File: config.mk
export PLATFORM = sky130hd
export DESIGN_NAME = gpio_bank_ctrl
export DESIGN_NICKNAME = d
export VERILOG_FILES = /design/src/rtl/gpio_bank_pkg.sv /design/src/rtl/gpio_in_sync.sv /design/src/rtl/gpio_reg_set.sv /design/src/rtl/gpio_bank_ctrl.sv
export SDC_FILE = /design/constraint.sdc
export NUM_CORES = 1
export LEC_CHECK = 0
export BUFFER_PORTS_ARGS = -buffer_cell sky130_fd_sc_hd__buf_2
export CAP_MARGIN = 15
export CORE_UTILIZATION = 40
export CTS_BUF_LIST = sky130_fd_sc_hd__clkbuf_8
export CTS_CLUSTER_DIAMETER = 100
export DETAILED_ROUTE_END_ITERATION = 10
export PLACE_DENSITY_LB_ADDON = 0.2
export SLEW_MARGIN = 15
export SYNTH_ARGS = -nofsm -noshare
export SYNTH_HDL_FRONTEND = slang
export SYNTH_SLANG_ARGS = --single-unit
File: constraint.sdc
create_clock -name clk -period 4.7 [get_ports clk]
set_clock_uncertainty 0.05 [all_clocks]
set_input_delay 0 -clock clk [delete_from_list [all_inputs] [get_ports clk]]
set_output_delay 0 -clock clk [all_outputs]
set_load 0.005 [all_outputs]
File: src/rtl/gpio_bank_pkg.sv
package gpio_bank_pkg;

  localparam logic [7:0] HB_EN_ADDR = 8'h08;
  localparam int         SET_BASE0  = 16;
  localparam int         SET_STRIDE = 40;

  typedef enum logic [5:0] {
    RG_DIR  = 6'h00,
    RG_OUT  = 6'h04,
    RG_HIGH = 6'h08,
    RG_LOW  = 6'h0C,
    RG_LVL  = 6'h10,
    RG_RSET = 6'h14,
    RG_RCLR = 6'h18,
    RG_FSET = 6'h1C,
    RG_FCLR = 6'h20,
    RG_STAT = 6'h24
  } gpio_reg_e;

  function automatic int set_base(input int k);
    return SET_BASE0 + SET_STRIDE * k;
  endfunction

endpackage

File: src/rtl/gpio_in_sync.sv
module gpio_in_sync #(
  parameter int W = 32
) (
  input  logic         clk,
  input  logic         rst,
  input  logic [W-1:0] raw,
  output logic [W-1:0] lvl,
  output logic [W-1:0] lvl_d
);
  logic [W-1:0] meta;

  always_ff @(posedge clk) begin
    if (rst) begin
      meta  <= '0;
      lvl   <= '0;
      lvl_d <= '0;
    end else begin
      meta  <= raw;
      lvl   <= meta;
      lvl_d <= lvl;
    end
  end
endmodule

File: src/rtl/gpio_reg_set.sv
module gpio_reg_set
  import gpio_bank_pkg::*;
#(
  parameter int BASE = 16
) (
  input  logic        clk,
  input  logic        rst,
  input  logic        wr_en,
  input  logic [7:0]  addr,
  input  logic [31:0] wdata,
  input  logic [31:0] lvl,
  input  logic [31:0] lvl_d,
  output logic [31:0] out_q,
  output logic [31:0] dir_q,
  output logic [31:0] stat_q,
  output logic [31:0] evt,
  output logic        rd_hit,
  output logic [31:0] rd_data
);
  localparam logic [8:0] LO    = 9'(BASE);
  localparam logic [8:0] HI    = 9'(BASE + SET_STRIDE);
  localparam logic [7:0] BASE8 = 8'(BASE);

  logic [31:0] rise_en, fall_en, stat_clr;
  logic [7:0]  offs;
  logic [5:0]  idx;
  logic        hit, wr_hit;

  assign offs   = addr - BASE8;
  assign idx    = offs[5:0];
  assign hit    = ({1'b0, addr} >= LO) && ({1'b0, addr} < HI) && (addr[1:0] == 2'b00);
  assign wr_hit = wr_en && hit;

  // edge events gated by the per-pin enables
  assign evt = (lvl & ~lvl_d & rise_en) | (~lvl & lvl_d & fall_en);

  assign stat_clr = (wr_hit && idx == RG_STAT) ? wdata : '0;

  always_ff @(posedge clk) begin
    if (rst) begin
      dir_q   <= '1;
      out_q   <= '0;
      rise_en <= '0;
      fall_en <= '0;
      stat_q  <= '0;
    end else begin
      stat_q <= (stat_q & ~stat_clr) | evt;
      if (wr_hit) begin
        case (idx)
          RG_DIR:  dir_q   <= wdata;
          RG_OUT:  out_q   <= wdata;
          RG_HIGH: out_q   <= out_q | wdata;
          RG_LOW:  out_q   <= out_q & ~wdata;
          RG_RSET: rise_en <= rise_en | wdata;
          RG_RCLR: rise_en <= rise_en & ~wdata;
          RG_FSET: fall_en <= fall_en | wdata;
          RG_FCLR: fall_en <= fall_en & ~wdata;
          default: ;
        endcase
      end
    end
  end

  always_comb begin
    rd_hit = hit;
    case (idx)
      RG_DIR:           rd_data = dir_q;
      RG_OUT, RG_HIGH,
      RG_LOW:           rd_data = out_q;
      RG_LVL:           rd_data = lvl;
      RG_RSET, RG_RCLR: rd_data = rise_en;
      RG_FSET, RG_FCLR: rd_data = fall_en;
      RG_STAT:          rd_data = stat_q;
      default:          rd_data = '0;
    endcase
  end
endmodule

File: src/rtl/gpio_bank_ctrl.sv
module gpio_bank_ctrl
  import gpio_bank_pkg::*;
#(
  parameter int NUM_SETS    = 2,
  parameter int DIRECT_IRQS = 8
) (
  input  logic                     clk,
  input  logic                     rst,
  input  logic                     reg_we,
  input  logic [7:0]               reg_addr,
  input  logic [31:0]              reg_wdata,
  output logic [31:0]              reg_rdata,
  input  logic [32*NUM_SETS-1:0]   pin_in,
  output logic [32*NUM_SETS-1:0]   pin_out,
  output logic [32*NUM_SETS-1:0]   pin_oe,
  output logic [2*NUM_SETS-1:0]    bank_irq,
  output logic [DIRECT_IRQS-1:0]   pin_irq
);
  localparam int PINS   = 32 * NUM_SETS;
  localparam int HALVES = 2 * NUM_SETS;

  logic [PINS-1:0]   lvl, lvl_d, out_all, dir_all, irq_status, edge_evt;
  logic [HALVES-1:0] hb_en;
  logic [31:0]       set_rd [NUM_SETS];
  logic [NUM_SETS-1:0] set_hit;
  logic [31:0]       rd_mux, hb_rd;

  gpio_in_sync #(.W(PINS)) u_sync (
    .clk   (clk),
    .rst   (rst),
    .raw   (pin_in),
    .lvl   (lvl),
    .lvl_d (lvl_d)
  );

  for (genvar k = 0; k < NUM_SETS; k++) begin : g_set
    gpio_reg_set #(.BASE(set_base(k))) u_set (
      .clk     (clk),
      .rst     (rst),
      .wr_en   (reg_we),
      .addr    (reg_addr),
      .wdata   (reg_wdata),
      .lvl     (lvl[32*k +: 32]),
      .lvl_d   (lvl_d[32*k +: 32]),
      .out_q   (out_all[32*k +: 32]),
      .dir_q   (dir_all[32*k +: 32]),
      .stat_q  (irq_status[32*k +: 32]),
      .evt     (edge_evt[32*k +: 32]),
      .rd_hit  (set_hit[k]),
      .rd_data (set_rd[k])
    );
  end

  assign pin_out = out_all;
  assign pin_oe  = ~dir_all;

  always_ff @(posedge clk) begin
    if (rst) begin
      hb_en <= '0;
    end else if (reg_we && reg_addr == HB_EN_ADDR) begin
      hb_en <= reg_wdata[HALVES-1:0];
    end
  end

  always_comb begin
    hb_rd = '0;
    hb_rd[HALVES-1:0] = hb_en;
    rd_mux = '0;
    if (reg_addr == HB_EN_ADDR) begin
      rd_mux = hb_rd;
    end else begin
      for (int k = 0; k < NUM_SETS; k++) begin
        if (set_hit[k]) rd_mux = rd_mux | set_rd[k];
      end
    end
  end

  always_ff @(posedge clk) begin
    if (rst) reg_rdata <= '0;
    else     reg_rdata <= rd_mux;
  end

  for (genvar h = 0; h < HALVES; h++) begin : g_half
    always_ff @(posedge clk) begin
      if (rst) bank_irq[h] <= 1'b0;
      else     bank_irq[h] <= hb_en[h] & (|irq_status[16*h +: 16]);
    end
  end

  always_ff @(posedge clk) begin
    if (rst) pin_irq <= '0;
    else     pin_irq <= edge_evt[DIRECT_IRQS-1:0];
  end
endmodule

==> results.toml <==
[run_status]
status = "complete, no violations"

[global_route]
grt_pass1_vias = 20500
grt_pass1_wl_mm = 125
grt_start_max_net_pins = 93
grt.total_usage_pct = 28.5
grt.overflow.total = 0
antenna_found_initial = 3

[critical_path]
arrival_ns = 3.89
setup.worst_path.end_class = "flip-flop"
critPathKind = "input port to flip-flop"
path_max_fanout = 22
r2r-start = "g_set[0].u_set.stat_q[30]"
critPathRequiredTime_ns = 5.30
startpoint_type = "input port"
startpoint = "reg_addr[3]"

[floorplanning]
std_cell_rows = 86
start_util_pct = 40.8
fp.dieH_um = 240
die_area_sq_mm = 0.0576
io_pins = 279
die_x_um = 240
core_sq_mm = 0.0555

[placement]
dp_cells = 3303
dp_hpwl_mm = 53.5
place.gp.congestion = 0.892
pre_cts_ws_ns = 1.40
numPortBuffers = 278
dpl_cell_area_sq_mm = 0.0245

[sta]
worst_pin_slew_ns = 1.19
period_needed_ns = 3.29
max_freq_mhz = 304
hold_slack_ns = 0.0694
setup_viol = 0
drv_slew = 0
setup_ws_ns = 1.41
rsz0062_at_grt = "no"
max_slew_margin_pct = 20.5
fin_crit_sh_pct = 70.1
hold_viol_final = 0
finalSetupTns_ns = 0

[detailed_routing]
drt_iter0_markers = 2109
totalWireLength_mm = 83.7
wire_per_inst_um = 22.8
drtAntennaViolNets = 0
num_vias = 21300
via_per_inst = 5.80
drtPass1Iterations = 6
drc_errors = 0

[clocking]
cts_num_sinks = 560
clk_pin_slew_worst_paths_ns = 0.06
cts_made_buffers = 95
cts_tree = "done"
htreeDepth = 3
clockRootBuffer = "clkbuf_8"
post_cts_buffers = 0
cts_buffer_depth = 3
insertion_delay_ns = 0.71

[hold_path]
hp-start = "pin_in[24]"
worstHoldPathType = "input port to flip-flop"

[run]
maxCapViolations = 0

[synthesis]
ys.flop_type = "dfxtp_1"
synth_nets = 2553
synth-async-reset-ratio_pct = 0
synth_edf_count = 0
syn_area_sq_mm = 0.0227
yosys_register_bits = 560
yosysTopAreaCell = "dfxtp_1"
ys_warn_count = 0
avgSynthCellArea_sq_um = 9.27
ys_top_cells_by_area = "dfxtp_1 (49%), nor2b_1 (5.4%), a211oi_1 (4.4%)"
yosysSeqAreaShare_pct = 49.4
synth_cells = 2445
synth_top_area_share_pct = 49.4
ys_types = 70

[finish]
num-nets-final = 2951
drive_above_1_share_pct = 19.6
fin_cells = 3669
final_area_sq_mm = 0.0284
area_growth_pct = 25.4

[power]
power_density_mw_per_mm2 = 354
vdd_drop_max_v = 0.000187
power_leakage_nw = 11.2
==> critical path, stage by stage <==
cell,delay [ns]
dlygate4sd3_1,0.52
buf_2,0.38
ha_1,0.69
inv_2,0.48
nand3_1,0.15
buf_4,0.24
nor3_2,0.21
buf_4,0.36
nand3_1,0.11
a21oi_1,0.16
dlygate4sd3_1,0.57
==> what timing repair did <==
item                                   in CTS  in global routing
endpoints found under the hold margin     431                  0
resized for setup                           0                  0
hold buffers                              191                  0
==> cell families after synthesis <==
group / share of synthesized area (%)
DFF: 49.4
muxes: 2.85
xor gates and xnor gates: 0.182
AOI/OAI and AO/OA: 22.9
buffers and inverters: 6.01
adders and majority gates: 0.0552
and+or+nand+nor: 18.5
==> Yosys cell counts (3+ instances only) <==
library cell,instances
o211ai_2,28
a31oi_1,86
o21ai_1,55
and2_1,3
a21oi_1,178
buf_1,4
buf_2,38
nand3b_1,122
nor4_1,20
o211ai_1,4
a32o_1,32
o2bb2ai_1,36
a221o_1,18
and3_1,13
clkbuf_1,161
a211o_1,3
dfxtp_1,560
nor3_4,3
nand4_1,6
inv_1,89
buf_4,11
a22oi_1,50
o21ai_0,75
nor2b_1,195
a22o_1,11
nor2_1,17
nor3_2,3
nand3_1,62
nand2_1,188
a221oi_1,13
a211oi_1,132
or2_2,3
mux2_2,21
o22ai_1,28
mux2i_1,41
nor3_1,76
nand2b_1,6
a31o_2,8
buf_6,11
==> metrics by stage <==
step | utilization, % | total power, W
floorplan | - | 0.00524
global placement | 44.2 | 0.00545
detailed placement | 44.2 | 0.00546
CTS | 51.2 | 0.0101
global route | 51.2 | 0.0104
finish | 51.2 | 0.0101
==> layout make-up <==
cell class	count	area, sq um
clock buffers	126	1730
clock inverters	47	274
well taps	748	936
flip-flops and latches	560	11200
inverters	91	344
multi-input cells	1568	10200
fillers	5211	27100
diodes	2	5.00
repair buffers	527	3750
==> placed cells by master, fill, tap and decap left out, types with 4 or more instances in the layout <==
cell / netlist / final
nand3_1: 62 / 61
nor4_1: 20 / 18
mux2i_1: 41 / 41
o211ai_1: 4 / 4
o21ai_0: 75 / 75
buf_2: 38 / 277
a32o_1: 32 / 32
a31oi_1: 86 / 86
inv_1: 89 / 116
dlygate4sd3_1: 0 / 191
o2bb2ai_1: 36 / 36
nand2_1: 188 / 188
a211oi_1: 132 / 132
nor3_1: 76 / 74
o21ai_1: 55 / 54
nor2_1: 17 / 16
mux2_2: 21 / 21
nand3b_1: 122 / 122
nor2b_1: 195 / 193
nor3_4: 3 / 4
a22o_1: 11 / 11
clkbuf_8: 0 / 126
o211ai_2: 28 / 28
buf_4: 11 / 58
nor3_2: 3 / 4
o22ai_1: 28 / 28
dfxtp_1: 560 / 560
a221oi_1: 13 / 13
a31o_2: 8 / 8
a21oi_1: 178 / 178
nand4_1: 6 / 6
nand2b_1: 6 / 6
and3_1: 13 / 13
a221o_1: 18 / 18
clkinv_2: 0 / 12
a22oi_1: 50 / 50
==> report_power, final <==
part / internal [W] / switching, W
Clock: 0.00251 / 0.00206
Sequential: 0.00482 / 0.0000408
Combinational: 0.000245 / 0.000390
Total: 0.00757 / 0.00249
==> layer usage <==
layer  global-route usage [%]  vias up  wire, um
li1                         -     9676         -
met1                     37.4    10300     34800
met2                     46.0     1091     38400
met3                     4.63      189      7110
met4                     13.0        0      3290
met5                        0        -         0
==> path summary, 6_finish.rpt <==
path              slack, ns  depth (start not counted)                  endpoint
setup / recovery       1.41                         11  g_set[1].u_set.out_q[14]
hold / removal         0.07                          3           u_sync.meta[24]
setup reg to reg       2.73                          3               bank_irq[1]
hold reg to reg        0.37                          1            u_sync.lvl[59]
Power figures use the tool's default switching activity.
